$ cat config.mk
export PLATFORM = sky130hd
export DESIGN_NAME = slp_wdt_timer
export DESIGN_NICKNAME = d
export VERILOG_FILES = /design/src/rtl/slp_wdt_pkg.sv /design/src/rtl/slp_tick_select.sv /design/src/rtl/slp_interval_counter.sv /design/src/rtl/slp_watchdog.sv /design/src/rtl/slp_wdt_timer.sv
export SDC_FILE = /design/constraint.sdc
export NUM_CORES = 1
export LEC_CHECK = 0
export BUFFER_PORTS_ARGS = -buffer_cell sky130_fd_sc_hd__buf_2
export CAP_MARGIN = 20
export CORE_ASPECT_RATIO = 1.5
export CORE_MARGIN = 1
export CORE_UTILIZATION = 54
export DETAILED_ROUTE_END_ITERATION = 10
export GPL_TIMING_DRIVEN = 0
export HOLD_SLACK_MARGIN = 0.15
export PLACE_DENSITY = 0.73
export SYNTH_ARGS = -nofsm -noshare
export SYNTH_HDL_FRONTEND = slang
export SYNTH_SLANG_ARGS = --single-unit
$ cat constraint.sdc
create_clock -name clk -period 3.3 [get_ports clk]
set_clock_uncertainty 0.2 [all_clocks]
set_input_delay 0.495 -clock clk [delete_from_list [all_inputs] [get_ports clk]]
set_output_delay 0.495 -clock clk [all_outputs]
set_load 0.02 [all_outputs]
$ cat src/rtl/slp_wdt_pkg.sv
package slp_wdt_pkg;

    localparam int CODE_W     = 3;
    localparam int SHIFT_W    = 5;
    localparam int CNT_W_DFLT = 19;
    localparam int WDT_EVENTS = 3;

    typedef logic [CODE_W-1:0]  ivl_code_t;
    typedef logic [SHIFT_W-1:0] ivl_shift_t;

    typedef enum logic {
        SRC_LOW  = 1'b0,
        SRC_XTAL = 1'b1
    } tick_src_t;

    typedef struct packed {
        logic       ext;
        logic [1:0] step;
    } ivl_req_t;

    function automatic ivl_code_t req_to_code(ivl_req_t r);
        return {r.ext, r.step};
    endfunction

    // log2 of the period in ticks for each interval code
    function automatic ivl_shift_t code_to_shift(ivl_code_t c);
        ivl_shift_t s;
        case (c)
            3'd0:    s = 5'd6;
            3'd1:    s = 5'd9;
            3'd2:    s = 5'd12;
            3'd3:    s = 5'd15;
            3'd4:    s = 5'd16;
            3'd5:    s = 5'd17;
            3'd6:    s = 5'd18;
            default: s = 5'd19;
        endcase
        return s;
    endfunction

endpackage

$ cat src/rtl/slp_tick_select.sv
module slp_tick_select
    import slp_wdt_pkg::*;
(
    input  tick_src_t src,
    input  logic      tick_lo,
    input  logic      tick_xt,
    output logic      tick
);
    always_comb begin
        unique case (src)
            SRC_XTAL: tick = tick_xt;
            default:  tick = tick_lo;
        endcase
    end
endmodule

$ cat src/rtl/slp_interval_counter.sv
module slp_interval_counter
    import slp_wdt_pkg::*;
#(
    parameter int CNT_W = CNT_W_DFLT
) (
    input  logic      clk,
    input  logic      rst,
    input  logic      tick,
    input  logic      clr,
    input  ivl_code_t req_code,
    output ivl_code_t act_code,
    output logic      irq
);
    logic [CNT_W-1:0] cnt_q;
    logic [CNT_W-1:0] cnt_inc;
    logic [CNT_W-1:0] low_mask;
    ivl_shift_t       shift;
    logic             hit;

    always_comb begin
        shift    = code_to_shift(act_code);
        cnt_inc  = cnt_q + CNT_W'(1);
        low_mask = (CNT_W'(1) << shift) - CNT_W'(1);
        hit      = tick && ((cnt_inc & low_mask) == '0);
    end

    always_ff @(posedge clk) begin
        if (rst) begin
            cnt_q    <= '0;
            act_code <= '0;
            irq      <= 1'b0;
        end else if (clr) begin
            cnt_q    <= '0;
            act_code <= req_code;
            irq      <= 1'b0;
        end else begin
            irq <= hit;
            if (tick) begin
                cnt_q <= cnt_inc;
            end
            if (hit) begin
                act_code <= req_code;
            end
        end
    end
endmodule

$ cat src/rtl/slp_watchdog.sv
module slp_watchdog #(
    parameter int EVENTS = 3
) (
    input  logic clk,
    input  logic rst,
    input  logic en,
    input  logic kick,
    input  logic evt,
    output logic bite
);
    localparam int EV_W = (EVENTS > 2) ? $clog2(EVENTS) : 1;
    localparam logic [EV_W-1:0] LAST = EV_W'(EVENTS - 1);

    logic [EV_W-1:0] seen_q;

    always_ff @(posedge clk) begin
        if (rst) begin
            seen_q <= '0;
            bite   <= 1'b0;
        end else begin
            bite <= 1'b0;
            if (!en || kick) begin
                seen_q <= '0;
            end else if (evt) begin
                if (seen_q == LAST) begin
                    seen_q <= '0;
                    bite   <= 1'b1;
                end else begin
                    seen_q <= seen_q + EV_W'(1);
                end
            end
        end
    end
endmodule

$ cat src/rtl/slp_wdt_timer.sv
module slp_wdt_timer
    import slp_wdt_pkg::*;
#(
    parameter int CNT_W  = CNT_W_DFLT,
    parameter int EVENTS = WDT_EVENTS
) (
    input  logic       clk,
    input  logic       rst,
    input  logic       tick_lo,
    input  logic       tick_xt,
    input  logic       src_xtal,
    input  logic       ivl_ext,
    input  logic [1:0] ivl_step,
    input  logic       wdt_en,
    input  logic       wdt_kick,
    input  logic       tmr_clr,
    output logic       sleep_irq,
    output logic       wdt_rst
);
    tick_src_t src;
    ivl_req_t  req;
    ivl_code_t req_code;
    ivl_code_t cur_code;
    logic      sel_tick;

    assign src      = tick_src_t'(src_xtal);
    assign req      = '{ext: ivl_ext, step: ivl_step};
    assign req_code = req_to_code(req);

    slp_tick_select u_sel (
        .src     (src),
        .tick_lo (tick_lo),
        .tick_xt (tick_xt),
        .tick    (sel_tick)
    );

    slp_interval_counter #(.CNT_W(CNT_W)) u_cnt (
        .clk      (clk),
        .rst      (rst),
        .tick     (sel_tick),
        .clr      (tmr_clr),
        .req_code (req_code),
        .act_code (cur_code),
        .irq      (sleep_irq)
    );

    slp_watchdog #(.EVENTS(EVENTS)) u_wdt (
        .clk  (clk),
        .rst  (rst),
        .en   (wdt_en),
        .kick (wdt_kick),
        .evt  (sleep_irq),
        .bite (wdt_rst)
    );
endmodule

# Word level (Yosys, flattened, before mapping)
# Cells that the tools add are included.
totals:
  regBits: 26
  output_inout_bits: 2
  in_bits: 11
op_classes:
  reduce_logical: 9
  n_eq_ne: 7
  n_mux: 6
  n_addsub: 3
  bitwise: 2
  n_shift: 1
ops:
  columns: ["op", "n"]
  rows:
  - ["$pmux W5 S7", 1]
  - ["$add A19 B1 Y19 const B", 1]
  - ["$and A19 B19 Y19", 1]
  - ["$logic_not A19 Y1", 1]
  - ["$shl A1 B5 Y19 const A", 1]
  - ["$sub A19 B2 Y19 const B", 1]
  - ["$eq A3 B3 Y1 const B", 3]
  - ["$eq A3 B2 Y1 const B", 2]
  - ["$mux W3", 2]
  - ["$reduce_or A2 Y1", 2]
  - ["$eq A3 B1 Y1 const B", 1]
  - ["$logic_not A3 Y1", 1]
  - ["$reduce_or A3 Y1", 1]
  - ["$add A2 B1 Y2 const B", 1]
  - ["$eq A2 B2 Y1 const B", 1]
  - ["$mux W1", 2]
  - ["$mux W2", 1]
  - ["$reduce_bool A2 Y1", 1]
  - ["$logic_and A1 B1 Y1", 1]
  - ["$logic_not A1 Y1", 1]
  - ["$logic_or A1 B1 Y1", 1]
  - ["$not A1 Y1", 1]

# Depth between registers and ports, before layout
# Gate-level depths: netlist of run 1.
depth:
  ltp_word: 9
  depth_mapped: 9

# Cells and area by module
# Synthesis of run 1 repeated with hierarchy kept, for this count alone.
unflattened:
  cells_unflattened: 183
  hier_area_um2: 1604.0
by_module_without_submodules:
  columns: ["module", "area_each_um2", "cells_per_inst", "instances"]
  rows:
  - ["slp_interval_counter", 1467.7, 170, 1]
  - ["slp_watchdog", 121.4, 12, 1]
  - ["slp_tick_select", 15.0, 1, 1]

# Worst setup path before layout of run 1
# Ideal clock, no wire load.
synth_timing:
  path_type: "reg-to-reg"
  start: "register u_cnt.cnt_q[0]"
  end: "register u_cnt.act_code[0]"
  path_buffers: 0
  path_stages_with_launch: 9
  path_slack_ns: 0.990
  t_arrival_ns: 1.986
  setup_ns: 0.124
  period_less_slack_ns: 2.310
  cell_sequence: "dfxtp_1 ha_1 nand4_4 or4_1 o311ai_1 nand4_1 a21oi_2 a31oi_4 mux2i_1"
synth_between:
  elab_chain_len: 5
synth_rtl:
  columns: ["item", "line", "text"]
  rows:
  - ["start, declared", "slp_interval_counter.sv:14", "logic [CNT_W-1:0] cnt_q;"]
  - ["start signal, assigned", "slp_interval_counter.sv:39", "cnt_q <= cnt_inc;"]
  - ["$add A19 B1 Y19", "slp_interval_counter.sv:22", "cnt_inc = cnt_q + CNT_W'(1);"]
  - ["$and A19 B19 Y19", "slp_interval_counter.sv:24", "hit = tick && ((cnt_inc & low_mask) == '0);"]
  - ["$logic_not A19 Y1", "slp_interval_counter.sv:24", null]
  - ["$logic_and A1 B1 Y1", "slp_interval_counter.sv:24", null]
  - ["$reduce_bool A2 Y1 (no source line)", null, null]
  - ["end signal, assigned", "slp_interval_counter.sv:34", "act_code <= req_code;"]
  - ["end signal, assigned", "slp_interval_counter.sv:42", "act_code <= req_code;"]
  - ["end, declared", "slp_interval_counter.sv:11", "output ivl_code_t act_code,"]
# Every way passes these cells.
# A chain may end at the register's enable or synchronous reset.

# Worst setup path in the final report of run 1
layout_timing:
  start: "register u_cnt.cnt_q[0]"
  end: "register u_cnt.cnt_q[14]"
layout_between:
  elab_chain_len: 1
layout_rtl:
  columns: ["item", "line"]
  rows:
  - ["$add A19 B1 Y19", "slp_interval_counter.sv:22"]
# Every way passes these cells.

==> results of run 1 <==
sequential cells by signal, indices dropped and copies added, names as in the netlist:
name / cells
u_cnt.act_code: 3
u_wdt.seen_q: 2
u_wdt.bite: 1
u_cnt.irq: 1
u_cnt.cnt_q: 19
critical path, stage by stage (launching register included):
cell                      delay, ns
sky130_fd_sc_hd__dfxtp_1       0.45
sky130_fd_sc_hd__ha_1          0.36
sky130_fd_sc_hd__nand4_4       0.17
sky130_fd_sc_hd__nor4_1        0.76
sky130_fd_sc_hd__nand2_1       0.22
sky130_fd_sc_hd__or3_1         0.36
sky130_fd_sc_hd__a21oi_1       0.14
stage by stage:
| step | setup WS, ns | total power, mW | util, % |
|---|---|---|---|
| after global routing | 0.399 | 0.644 | 63.1 |
| after floorplan | 0.990 | 0.349 | - |
| final | 0.569 | 0.627 | 63.1 |
| after global placement | 0.693 | 0.363 | 60.7 |
| after CTS | 0.539 | 0.629 | 63.1 |
| after detailed placement | 0.559 | 0.364 | 60.7 |
cells by family (layout without fill, tap and decap cells):
kind of cell	count (synthesis)	after routing	synth area share, %
adders and majority gates	2	2	1.51
DFF	26	26	31.4
AOI/OAI and AO/OA	23	23	12.1
and+or+nand+nor	100	100	34.9
xor gates and xnor gates	22	22	11.6
buffers and inverters	14	30	4.75
muxes	6	6	3.70
cell type report:
cell class,count,area [um^2]
Buffer,10,63.8
Timing Repair Buffer,12,60.1
Inverter,4,15.0
Clock buffer,3,41.3
Clock inverter,1,30.0
Multi-Input combinational cell,153,1060
Tap cell,39,48.8
Sequential cell,26,520
Fill cell,279,1070
cells in the mapped netlist (4+ instances only):
library cell	instances
sky130_fd_sc_hd__nand2_1	13
sky130_fd_sc_hd__nor2_1	32
sky130_fd_sc_hd__nand4_1	4
sky130_fd_sc_hd__a21oi_1	6
sky130_fd_sc_hd__dfxtp_1	26
sky130_fd_sc_hd__nor3_1	4
sky130_fd_sc_hd__buf_4	4
sky130_fd_sc_hd__mux2i_1	5
sky130_fd_sc_hd__xnor2_1	10
sky130_fd_sc_hd__nand2b_1	6
sky130_fd_sc_hd__xor2_1	12
sky130_fd_sc_hd__and3_1	5
sky130_fd_sc_hd__nand3_1	11
power breakdown:
| group | internal (mW) | switching (mW) |
|---|---|---|
| clock | 0.162 | 0.107 |
| combinational | 0.0153 | 0.0193 |
| sequential | 0.317 | 0.00613 |
| total | 0.495 | 0.133 |
layer usage:
metal | share of wire (%) | vias up | track usage, %
li1 | - | 711 | -
met3 | 2.8 | 11 | 3.10
met2 | 50 | 27 | 38.1
met5 | 0 | - | 0
met4 | 2.4 | 0 | 6.03
met1 | 45 | 696 | 28.0
worst max path at each step:
stage / from / endpoint / slack (ns) / cells after the start
3_3_place_gp: u_cnt.cnt_q[0] / u_cnt.cnt_q[14] / 0.69 / 6
3_5_place_dp: u_cnt.cnt_q[0] / u_cnt.cnt_q[14] / 0.56 / 6
2_1_floorplan: u_cnt.cnt_q[0] / u_cnt.act_code[0] / 0.99 / 8
4_1_cts: u_cnt.cnt_q[0] / u_cnt.cnt_q[14] / 0.54 / 6
6_report: u_cnt.cnt_q[0] / u_cnt.cnt_q[14] / 0.57 / 6
5_1_grt: u_cnt.cnt_q[0] / u_cnt.cnt_q[14] / 0.40 / 6
cell usage in the layout (no fill, tap or decap), types with 2 or more instances in the layout:
cell type and n:
sky130_fd_sc_hd__a211oi_1 3, sky130_fd_sc_hd__nand2_1 13, sky130_fd_sc_hd__buf_4 4, sky130_fd_sc_hd__xnor2_1 10, sky130_fd_sc_hd__and3_4 2, sky130_fd_sc_hd__nand2b_1 6
sky130_fd_sc_hd__mux2i_1 5, sky130_fd_sc_hd__nand4_1 4, sky130_fd_sc_hd__inv_1 3, sky130_fd_sc_hd__buf_2 15, sky130_fd_sc_hd__o21ai_0 2, sky130_fd_sc_hd__clkbuf_1 2
sky130_fd_sc_hd__nor2_1 32, sky130_fd_sc_hd__a21oi_1 6, sky130_fd_sc_hd__nor4_1 3, sky130_fd_sc_hd__ha_1 2, sky130_fd_sc_hd__or2_2 3, sky130_fd_sc_hd__and3_1 5
sky130_fd_sc_hd__xor2_1 12, sky130_fd_sc_hd__o31ai_1 2, sky130_fd_sc_hd__nand3_1 11, sky130_fd_sc_hd__or3_1 2, sky130_fd_sc_hd__clkbuf_8 3, sky130_fd_sc_hd__dfxtp_1 26
sky130_fd_sc_hd__nor3_1 4, sky130_fd_sc_hd__nand4_4 2
==> flow_results.org, run 1 <==
** Detailed routing
- Avg Vias per Cell :: 5.83
- In the final routed layout, each cell accounts on average for ~14 um.
- Detailed Route Iter0 Violations :: 41
- Remaining routing DRC violations :: 0
- Detail Route Antenna Nets :: 0
- Across all layers, the routed design uses roughly 1.4k vias.
- Initial DRT Pass Iterations :: 4
- After detailed routing, the total wire length is roughly 3400 um.

** Yosys
- Synth warnings :: 0
- The cell count after synthesis came out at 193.
- The netlist uses 51 different library cells.
- Portion of the post-synthesis area used by sequential elements :: approximately a third
- Yosys mapped a number of flops with a built-in enable equal to 0.
- Synthesized flop and latch total :: 26
- The largest total area in the synthesized netlist belongs to sky130_fd_sc_hd__dfxtp_1.
- Net Count, Synth :: 206
- For this run, asynchronously set or reset flops after synthesis account for 0%.
- Ranking of synthesized cells by area :: sky130_fd_sc_hd__dfxtp_1 (31%), sky130_fd_sc_hd__nor2_1 (7.2%), sky130_fd_sc_hd__xor2_1 (6.3%)
- Area fraction of the dominant cell type after synthesis :: a little under a third
- In the synthesized netlist the dominant register cell turns out to be sky130_fd_sc_hd__dfxtp_1.
- Post-Syn Area :: 1660 um^2
- A synthesized cell averages around 8.6 um^2.

** Floorplanning
- Once the floorplan was initialized, standard cells occupied between 50 and 60% of the core.
- The total area inside the core boundary comes to between 2000 and 3000 um^2.
- Die footprint :: approximately 3300 um^2
- Die W :: roughly 47 um
- Cell row count :: 24
- 13 I/O pins were placed.
- Vert. Die Dim :: approximately 70 um

** Critical path
- Arrival time at the worst endpoint :: 2.74 ns
- The worst register-to-register path begins at u_cnt.cnt_q[0].
- FF-to-FF path depth :: 6
- In this run the worst path has a maximum fanout of 7.
- Capture point of the worst reg-to-reg path :: u_cnt.cnt_q[14]
- Setup crit start kind :: register
- Crit. End Element :: register
- For the worst setup path, the data required time is 3.31 ns.
- The setup check on the worst reg-to-reg path leaves a slack of ~0.57 ns.
- The critical path in this run is classified as reg2reg.

** Min path
- The worst hold path terminates at u_cnt.act_code[0].
- The worst hold path was traced through 3 stages.
- Class of the most critical hold timing path :: in2reg
- Beginning of the worst hold path :: ivl_step[0]

** Run status
- Outcome :: finished, final reports clean

** Clocking
- CTS saw 26 sinks.
- In this run, post-CTS hold repair placed 0 buffers.
- Bufs on Longest Clock Path :: 2
- The number of clock buffers added by TritonCTS is 3.
- Post-CTS timing repair inserted 0 buffers for setup.
- Clock latency on the worst-skew pair :: between 0.2 and 0.3 ns
- Post-CTS repair changed the size of 0 cells.
- Clk slew on worst S/H paths :: roughly 0.10 ns
- In this run the number of H-tree levels came out at 1.
- CTS tree :: yes
- Root Buffer :: sky130_fd_sc_hd__clkbuf_8

** Cells and area
- Layout cell share with drive strength beyond 1 :: 20.1%
- Compared with the post-synthesis result, the final layout area differs by 10.9%.
- Summing all non-filler instances in the final layout gives an area of ~1800 um^2.
- Number of diodes :: 0
- Layout Nets :: 223
- For this run, the number of standard cells in the final layout without fillers is approximately 250.

** Timing
- The number of pins exceeding their max-slew limit in the final report came to 0.
- Setup repair after global routing left no endpoint under its margin.
- The tightest hold path in the finished design has a slack of 0.262 ns.
- Setup violations remaining at the end of the flow were counted as 0.
- In the finished design, the share of the clock period the worst path needs comes to between 80% and 90%.
- Minimum period implied by the final worst setup slack :: approximately 2.7 ns
- Number of hold violations in the final report :: 0
- Max Clock Freq :: 366 MHz
- Setup total negative slack on the finished layout was measured at 0 ns.
- For the pin with the worst max-slew slack, the measured transition is between 0.8 and 0.9 ns.
- The worst pin sits at a relative slew slack of about 43%.

** Global route
- The first global-routing pass estimated roughly 5600 um of wire.
- Maximum number of pins on one net before global-route repair :: 16
- Global routing consumed, over all layers together, between 20 and 25% of the routing resources.
- The via count of the first global-routing pass was ~1.3k.
- Summed over all layers, the global routing overflow is 0.
- Initial antenna violation count :: 0

** Placed design
- In this run, placement finished with an instance count of around 240.
- Routability-driven placement finished with a final weighted congestion of 0.870.
- Detail Placement HPWL :: 2550 um
- The count of buffers added on input and output ports is 12.
- Once placement finished, the instance area stood at about 1800 um^2.

** Flow run
- Max-cap violations in this run came to 0.

** Pwr
- VDD sags by at most 326 uV.
- Reported leakage power :: roughly 0.67 nW
- Dividing total power by cell area gives a power density of approximately 340 nW/um^2.
No activity file was read; power rests on OpenSTA's default activity.
==> run 2: changes to the inputs <==
ABC_AREA = 1   (was not set)
clock period = 2.7 ns   (was 3.3 ns; I/O delays follow)
==> run 2 against run 1 <==
Synthesized cell count rose by 38%. Register-to-register slack got worse by 0.23 ns. Sequential share of layout area grew 0.058 points. Non-clock buffer count decreased by 3. Critical path depth increased by 8. Area after synthesis decreased by 1.4%. Cell count up 31%. Via count rose by 18%. Count of clock-buffer cells in the layout is the same. Global-route usage grew 4.3 points. Largest power group unchanged. Combinational power grew to 2.8 times the previous value.
==> flow_results.org, run 2 <==
** Flow run
- Max-cap violations :: 0 (unchanged)

** Yosys
- Synthesized flop and latch total :: 26 (unchanged)
- Post-synth ARST share :: 0% (unchanged)
- Synth warnings :: 0 (unchanged)
- Portion of the post-synthesis area used by sequential elements :: 31.8% (was 31.4%)
- Ranking of synthesized cells by area: sky130_fd_sc_hd__dfxtp_1 (32%), sky130_fd_sc_hd__nand2_1 (19%), sky130_fd_sc_hd__inv_1 (11%) (was sky130_fd_sc_hd__dfxtp_1 (31%), sky130_fd_sc_hd__nor2_1 (7.2%), sky130_fd_sc_hd__xor2_1 (6.3%)).
- Most frequently used flop master after synthesis :: sky130_fd_sc_hd__dfxtp_1 (unchanged)
- The mean instance size in the synthesized netlist is 6.12 um^2 (was 8.60 um^2).
- Cell taking the most area after synthesis :: sky130_fd_sc_hd__dfxtp_1 (unchanged)
- Post-Syn Area :: 1640 um^2 (was 1660 um^2)
- Most frequent cell after synthesis :: sky130_fd_sc_hd__nand2_1 (was sky130_fd_sc_hd__nor2_1)
- Most frequent cells after synthesis :: sky130_fd_sc_hd__nand2_1 (83), sky130_fd_sc_hd__inv_1 (46), sky130_fd_sc_hd__nor2_1 (27), sky130_fd_sc_hd__dfxtp_1 (26), sky130_fd_sc_hd__nand3_1 (19) (was sky130_fd_sc_hd__nor2_1 (32), sky130_fd_sc_hd__dfxtp_1 (26), sky130_fd_sc_hd__nand2_1 (13), sky130_fd_sc_hd__xor2_1 (12), sky130_fd_sc_hd__nand3_1 (11))
- The number of distinct standard cells referenced by the synthesized netlist came to 25 (was 51).
- EDFF count, synth :: 0 (unchanged)
- Count of mapped cells out of synthesis :: 267 (was 193)
- Net Count, Synth :: 280 (was 206)
- The top-area cell type share of the netlist area came to 31.8% (was 31.4%).

** Clocking
- The insertion delay to the later sink of the worst-skew pair came to 0.28 ns (about the same).
- CTS Buf Count :: 3 (unchanged)
- The hold buffer count at CTS is 2 (was 0).
- The CTS H-tree depth is 1 (unchanged).
- CTS tree :: yes (unchanged)
- The clock tree buffer depth was 2 (unchanged).
- The clock transition at the registers of the reported paths came to 0.10 ns (about the same).
- The buffer type at the clock tree root is sky130_fd_sc_hd__clkbuf_8 (unchanged).
- The post-CTS setup repair buffer count came to 0 (unchanged).
- Clock sink total :: 26 (unchanged)
- The post-cts gate resize count came to 0 (unchanged).

** Detailed routing
- The average vias per placed instance is 5.28 (was 5.83).
- The DRC violation count after routing was 0 (unchanged).
- The per-cell routed wire length is 11.5 um (was 13.7 um).
- Detailed Route Iter0 Violations :: 63 (was 41)
- The number of vias in the routed layout is 1,712 (was 1,445).
- Detail Route Antenna Nets :: 0 (unchanged)
- Initial DRT Pass Iterations :: 4 (unchanged)
- Wirelength, routed :: 3730 um (was 3400 um)

** Timing
- The remaining max-slew budget at the tightest pin was 59.1% (was 42.6%).
- Number of hold violations in the final report :: 0 (unchanged)
- Minimum period implied by the final worst setup slack :: 2.36 ns (was 2.73 ns)
- The final setup slack of the worst path is 0.342 ns (was 0.569 ns).
- The transition time of the tightest slew-check pin was 0.611 ns (was 0.853 ns).
- Final max-slew violation count :: 0 (unchanged)
- Max Clock Freq :: 424 MHz (was 366 MHz)
- The final total negative setup slack came to 0 ns (unchanged).
- Share of the clock period used by the worst path after layout :: 87.3% (was 82.8%)
- The final-report setup violation count came to 0 (unchanged).
- Setup repair after global routing missed its margin: false (unchanged).

** Critical path
- Crit. End Element :: register (unchanged)
- The top fanout value on the critical path is 8 (was 7).
- The category of cells accounting for the largest share of critical-path delay is simple AND/OR/NAND/NOR gates (unchanged).
- Arrival time at the worst endpoint :: 2.34 ns (was 2.74 ns)
- Cell Chain, Critical Path :: ha_1 -> nand2_2 -> nor2_4 -> nand3_1 -> nand2_1 -> nand2_1 -> nor2_1 -> nand2_1 -> nand2_1 -> nand2_1 -> nor2_2 -> nand2_2 -> a21oi_1 -> nor2_1 (was ha_1 -> nand4_4 -> nor4_1 -> nand2_1 -> or3_1 -> a21oi_1)
- The type of the worst setup path was reg2reg (unchanged).
- CP most frequent cell :: sky130_fd_sc_hd__nand2_1
- The cell type of the slowest stage on the worst timing path is sky130_fd_sc_hd__dfxtp_1 (was sky130_fd_sc_hd__nor4_1).
- Longest individual stage delay on the worst path :: 0.42 ns (was 0.76 ns)
- The number of buffer and inverter stages on the critical path came to 0 (unchanged).
- The nature of the critical path startpoint is a register (unchanged).
- Required time at the endpoint of the critical path :: 2.68 ns (was 3.31 ns)

** Placed design
- Detail Placement HPWL :: 2940 um (was 2550 um)
- Input/output buffers :: 12 (unchanged)
- The minimum setup slack after placement was 0.372 ns (was 0.559 ns).
- The weighted congestion at the end of routability-driven global placement was 0.887 (was 0.870).

** Pwr
- Share of total power in combinational logic :: 11.3% (was 5.5%)
- Sw power :: 212 uW (was 133 uW)
- Power per cell area :: 460 nW/um^2 (was 341 nW/um^2)
- Reported leakage power :: 0.887 nW (was 0.675 nW)
- The sequential power share came to 49.1% (was 51.5%).
- Maximum vdd ir drop :: 404 uV (was 326 uV)
- The switching power share of the total came to 25.1% (was 21.2%).
- The power share of the clock group was 39.5% (was 43.0%).
- Internal Power :: 632 uW (was 495 uW)

** Cells and area
- Sequential cell area :: 520 um^2 (unchanged)
- Biggest registers after layout: u_cnt.cnt_q: 19 flops, u_cnt.act_code: 3 flops, u_wdt.seen_q: 2 flops (unchanged).
- The layout filler cell count was 296 (was 279).
- Area grow syn2layout :: 12.2% (was 10.9%)
- Most frequent cells in the layout :: sky130_fd_sc_hd__nand2_1 (83), sky130_fd_sc_hd__inv_1 (46), sky130_fd_sc_hd__nor2_1 (27), sky130_fd_sc_hd__dfxtp_1 (26), sky130_fd_sc_hd__nand3_1 (19) (was sky130_fd_sc_hd__nor2_1 (32), sky130_fd_sc_hd__dfxtp_1 (26), sky130_fd_sc_hd__buf_2 (15), sky130_fd_sc_hd__nand2_1 (13), sky130_fd_sc_hd__xor2_1 (12))
- The share of post-route cells with drive strength above 1 came to 8.77% (was 20.1%).
- The flip-flop count of the largest register, all copies and words added was 19 (unchanged).
- The number of nets in the final layout came to 299 (was 223).
- The total area of multi-input combinational cells is 920 um^2 (was 1060 um^2).
- Most frequent standard cell in the layout excluding fill and tap cells :: sky130_fd_sc_hd__nand2_1 (was sky130_fd_sc_hd__nor2_1)
- The number of diodes added for antenna fixing came to 0 (unchanged).
- Register ranked first by flip-flop count :: u_cnt.cnt_q (unchanged)

** Floorplanning
- Die W :: 46.9 um (was 47.3 um)
- The row count was 24 (unchanged).
- Initial Utilization :: 56.7% (was 57.0%)
- Vert. Die Dim :: 69.4 um (was 69.9 um)
- The total I/O pin count came to 13 (unchanged).
- Die footprint :: 3260 um^2 (was 3300 um^2)
- The area inside the core boundary is 2880 um^2 (was 2910 um^2).

** Global route
- The global-route wire length before repair is 6560 um (was 5640 um).
- Initial antenna violation count :: 0 (unchanged)
- The global-route total usage across every layer is 26.7% (was 22.4%).
- Via count of the first global-routing pass :: 1,586 (was 1,287)
- Maximum number of pins on one net before global-route repair :: 16 (unchanged)
- Total congestion overflow :: 0 (unchanged)

** Min path
- The class of the most critical hold timing path was in2reg (unchanged).

** Run status
- Outcome: finished, final reports clean (unchanged).
-- run 2: worst reg2reg max path, cell delays in order, from the launching register on --
cell and delay [ns]:
sky130_fd_sc_hd__dfxtp_1 0.42, sky130_fd_sc_hd__ha_1 0.25, sky130_fd_sc_hd__nand2_2 0.10, sky130_fd_sc_hd__nor2_4 0.18, sky130_fd_sc_hd__nand3_1 0.19, sky130_fd_sc_hd__nand2_1 0.10
sky130_fd_sc_hd__nand2_1 0.07, sky130_fd_sc_hd__nor2_1 0.14, sky130_fd_sc_hd__nand2_1 0.08, sky130_fd_sc_hd__nand2_1 0.06, sky130_fd_sc_hd__nand2_1 0.06, sky130_fd_sc_hd__nor2_2 0.10
sky130_fd_sc_hd__nand2_2 0.11, sky130_fd_sc_hd__a21oi_1 0.15, sky130_fd_sc_hd__nor2_1 0.06
-- run 2: cells by family after synthesis --
logic type,after synthesis,synth area share [%]
flip-flops,26,31.8
AO/OA/AOI/OAI,36,13.8
XOR/XNOR,3,1.61
buffers and inverters,52,11.9
AND/OR/NAND/NOR,148,39.3
adder cells (fa/ha/maj),2,1.53
-- run 2: power groups by stage --
stage               Combinational (mW)  Sequential (mW)  Clock, mW
floorplan                       0.0683            0.418          0
finish                          0.0957            0.415      0.333
CTS                             0.0965            0.414      0.337
global placement                0.0919            0.423          0
detailed placement              0.0939            0.423          0
global route                     0.111            0.417      0.353
-- run 2: area by class of cell --
type | count | area share, %
buffer | 5 | 1.02
clock buffer | 3 | 2.25
clock inverter | 1 | 1.64
inverter | 47 | 9.61
multi-input combinational | 189 | 50.1
sequential | 26 | 28.4
tap | 39 | 2.66
timing repair buffer | 14 | 4.36
-- run 2: metrics by stage --
step / area [um^2] / util [%] / std cells / total power, mW / hold slack [ns]
2_1_floorplan: 1640 / - / 267 / 0.487 / 0.245
3_3_place_gp: 1740 / 60.5 / 318 / 0.515 / 0.267
3_5_place_dp: 1740 / 60.5 / 318 / 0.517 / 0.277
4_1_cts: 1840 / 63.7 / 324 / 0.848 / 0.155
5_1_grt: 1840 / 63.7 / 324 / 0.880 / 0.159
6_report: 1840 / 63.7 / 324 / 0.844 / 0.160
-- run 2: path summary, 6_finish.rpt --
| path | startpoint | to | slack, ns | cells after the start |
|---|---|---|---|---|
| worst max-delay path | u_cnt.cnt_q[0] | u_cnt.act_code[0] | 0.34 | 14 |
| worst min-delay path | ivl_step[0] | u_cnt.act_code[0] | 0.16 | 3 |
| worst max register to register | u_cnt.cnt_q[0] | u_cnt.act_code[0] | 0.34 | 14 |
| worst min register to register | u_wdt.seen_q[1] | u_wdt.bite | 0.28 | 2 |
-- run 2: routing by layer --
layer  part of all wire (%)  global-route usage (%)  vias up  wire (um)
met1                     42                    31.2      789       1550
met3                    2.4                    3.91        8         91
met2                     54                    46.8       29       2000
met5                      0                       0        -          0
li1                       -                       -      886          -
met4                    2.3                    8.89        0         86
==> run 3: changes to the inputs <==
ABC_AREA = 0   (was 1)
==> run 3 against run 2 <==
Worst hold slack better by 0.015 ns. Register-to-register slack worse by 0.18 ns. Global-route usage is 4.0 points lower. Sequential power is 4.8% lower. Setup slack worse by 0.18 ns. Critical path depth is 6 lower. Sequential share of layout area is 0.19 points lower.
==> flow_results.org, run 3 (synthesized netlist as in run 1, its figures left out) <==
** Timing
- Normalized max-slew margin :: 57.7% (was 59.1%)
- Minimum period implied by the final worst setup slack :: 2.54 ns (was 2.36 ns)
- Worst hold slack across all endpoints :: 0.175 ns (was 0.160 ns)
- Setup repair after global routing missed its margin: false (unchanged).
- Max Clock Freq :: 394 MHz (was 424 MHz)
- Slew at the pin with the worst max-slew slack :: 0.617 ns (was 0.611 ns)
- The number of pins exceeding their max-slew limit in the final report is 0 (unchanged).
- The hold violation count in the final report came to 0 (unchanged).
- Share of the clock period used by the worst path after layout :: 94.0% (was 87.3%)
- Total setup violations reported at the end of the flow :: 0 (unchanged)
- The final total negative setup slack came to 0 ns (unchanged).

** Global route
- The total congestion overflow was 0 (unchanged).
- The global-route wire length before repair was 5700 um (was 6560 um).
- Via count of the first global-routing pass :: 1,298 (was 1,586)
- Total Routing Usage GR :: 22.7% (was 26.7%)
- The initial antenna violation count was 0 (unchanged).
- The largest net degree at the start of global routing was 16 (unchanged).

** Critical path
- Slowest cell on crit path :: sky130_fd_sc_hd__or4_1 (was sky130_fd_sc_hd__dfxtp_1)
- The top fanout value on the critical path is 7 (was 8).
- Setup crit start kind :: register (unchanged)
- The type of the worst setup path is reg2reg (unchanged).
- Arrival time at the worst endpoint :: 2.51 ns (was 2.34 ns)
- The number of buffer and inverter stages on the critical path was 0 (unchanged).
- The required time of the critical path is 2.67 ns (was 2.68 ns).
- Longest individual stage delay on the worst path :: 0.52 ns (was 0.42 ns)
- The category of cells accounting for the largest share of critical-path delay was simple AND/OR/NAND/NOR gates (unchanged).
- Cell Chain, Critical Path :: ha_2 -> nand4_4 -> or4_1 -> o311ai_1 -> nand4_1 -> a21oi_2 -> a31oi_4 -> mux2i_1 (was ha_1 -> nand2_2 -> nor2_4 -> nand3_1 -> nand2_1 -> nand2_1 -> nor2_1 -> nand2_1 -> nand2_1 -> nand2_1 -> nor2_2 -> nand2_2 -> a21oi_1 -> nor2_1)
- The endpoint type of the worst setup path was a register (unchanged).

** Clocking
- Clk slew on worst S/H paths :: 0.10 ns (about the same)
- Setup Buffers After CTS :: 0 (unchanged)
- H-tree levels :: 1 (unchanged)
- The number of CTS-inserted buffers was 3 (unchanged).
- The buffer type at the clock tree root was sky130_fd_sc_hd__clkbuf_8 (unchanged).
- The CTS tree is yes (unchanged).
- Clock latency on the worst-skew pair :: 0.27 ns (was 0.28 ns)
- The hold buffer count at CTS came to 0 (was 2).
- The number of clock sinks seen by CTS is 26 (unchanged).
- Bufs on Longest Clock Path :: 2 (unchanged)

** Detailed routing
- Detail Route Antenna Nets :: 0 (unchanged)
- Initial DRT Pass Iterations :: 4 (unchanged)
- The number of vias in the routed layout was 1,429 (was 1,712).
- Wirelength, routed :: 3420 um (was 3730 um)
- The DRC violation count after routing is 0 (unchanged).
- The average vias per placed instance is 5.76 (was 5.28).
- The per-cell routed wire length is 13.8 um (was 11.5 um).
- The DRC violation total after the first TritonRoute iteration is 50 (was 63).

** Cells and area
- Register ranked first by flip-flop count :: u_cnt.cnt_q (unchanged)
- Most frequent cells in the layout :: sky130_fd_sc_hd__nor2_1 (32), sky130_fd_sc_hd__dfxtp_1 (26), sky130_fd_sc_hd__buf_2 (15), sky130_fd_sc_hd__nand2_1 (13), sky130_fd_sc_hd__xor2_1 (12) (was sky130_fd_sc_hd__nand2_1 (83), sky130_fd_sc_hd__inv_1 (46), sky130_fd_sc_hd__nor2_1 (27), sky130_fd_sc_hd__dfxtp_1 (26), sky130_fd_sc_hd__nand3_1 (19))
- Layout cell share with drive strength beyond 1 :: 21.1% (was 8.77%)
- Layout Nets :: 223 (was 299)
- Layout Cells excl Fill :: 248 (was 324)
- The number of diodes added for antenna fixing came to 0 (unchanged).
- Area grow syn2layout :: 11.4% (was 12.2%)
- Biggest registers after layout: u_cnt.cnt_q: 19 flops, u_cnt.act_code: 3 flops, u_wdt.seen_q: 2 flops (unchanged).
- The most common library cell in the layout ignoring fill and taps is sky130_fd_sc_hd__nor2_1 (was sky130_fd_sc_hd__nand2_1).
- The flip-flop count of the largest register, all copies and words added was 19 (unchanged).

** Floorplanning
- Placeable core region :: 2910 um^2 (was 2880 um^2)
- Initial Utilization :: 57.0% (was 56.7%)
- The die width is 47.3 um (was 46.9 um).
- The total I/O pin count came to 13 (unchanged).
- Vert. Die Dim :: 69.9 um (was 69.4 um)
- Cell row count :: 24 (unchanged)
- Die footprint :: 3300 um^2 (was 3260 um^2)

** Pwr
- Maximum vdd ir drop :: 397 uV (was 404 uV)
- The power after layout was 764 uW (was 844 uW).
- Power per cell area :: 414 nW/um^2 (was 460 nW/um^2)
- The standby leakage power came to 0.672 nW (was 0.887 nW).

** Placed design
- RePlAce Congestion :: 0.870 (was 0.887)
- Detail Placement HPWL :: 2550 um (was 2940 um)
- Input/output buffers :: 12 (unchanged)
- The number of placed cells counting well taps is 244 (was 318).

** Run status
- Outcome :: finished, final reports clean (unchanged)

** Flow run
- Max-cap violations :: 0 (unchanged)

** Min path
- The class of the most critical hold timing path is in2reg (unchanged).
-- run 3: cell type report --
cell class / instances / area [um^2]
tap: 39 / 48.8
fill: 277 / 1060
buffer: 10 / 63.8
timing repair buffer: 12 / 60.1
clock inverter: 1 / 30.0
inverter: 4 / 15.0
sequential: 26 / 520
clock buffer: 3 / 41.3
multi-input combinational: 153 / 1070
-- run 3: worst reg2reg max path, delay by kind of cell, from the launching register on --
family	cells	cell delay, ns
fa+ha+maj	1	0.31
compound gates	3	0.46
flops	1	0.45
simple gates	3	0.87
mux	1	0.15
-- run 3: through the flow --
| stage | worst slack (ns) | util [%] | cell area, um^2 |
|---|---|---|---|
| 2_1_floorplan | 0.390 | - | 1660 |
| 3_3_place_gp | 0.0925 | 60.7 | 1770 |
| 3_5_place_dp | -0.0408 | 60.7 | 1770 |
| 4_1_cts | 0.0854 | 63.4 | 1850 |
| 5_1_grt | 0.00119 | 63.4 | 1850 |
| 6_report | 0.162 | 63.4 | 1850 |
-- run 3: where the power goes --
group	switching, mW	internal (mW)	total [mW]
clock network	0.129	0.198	0.327
logic	0.0237	0.0187	0.0424
registers	0.00753	0.387	0.395
-- run 3: what timing repair did --
action                                  CTS  global route
pin swaps                                 0             0
endpoints found under the setup margin    1             3
gates resized for setup                   1             1
-- run 3: layer usage --
metal | part of all wire (%) | routed length (um) | vias to the layer above | GRT usage [%]
met5 | 0 | 0 | - | 0
met4 | 1.8 | 60 | 0 | 6.98
met3 | 3.2 | 108 | 7 | 3.10
met2 | 52 | 1790 | 25 | 38.1
met1 | 43 | 1460 | 687 | 28.5
li1 | - | - | 710 | -
-- run 3: worst paths after layout --
check	startpoint	to	slack (ns)	cells after the start
max	u_cnt.cnt_q[0]	u_cnt.act_code[1]	0.16	8
min	ivl_step[0]	u_cnt.act_code[0]	0.17	3
max reg2reg	u_cnt.cnt_q[0]	u_cnt.act_code[1]	0.16	8
min reg2reg	u_wdt.seen_q[0]	u_wdt.bite	0.29	1
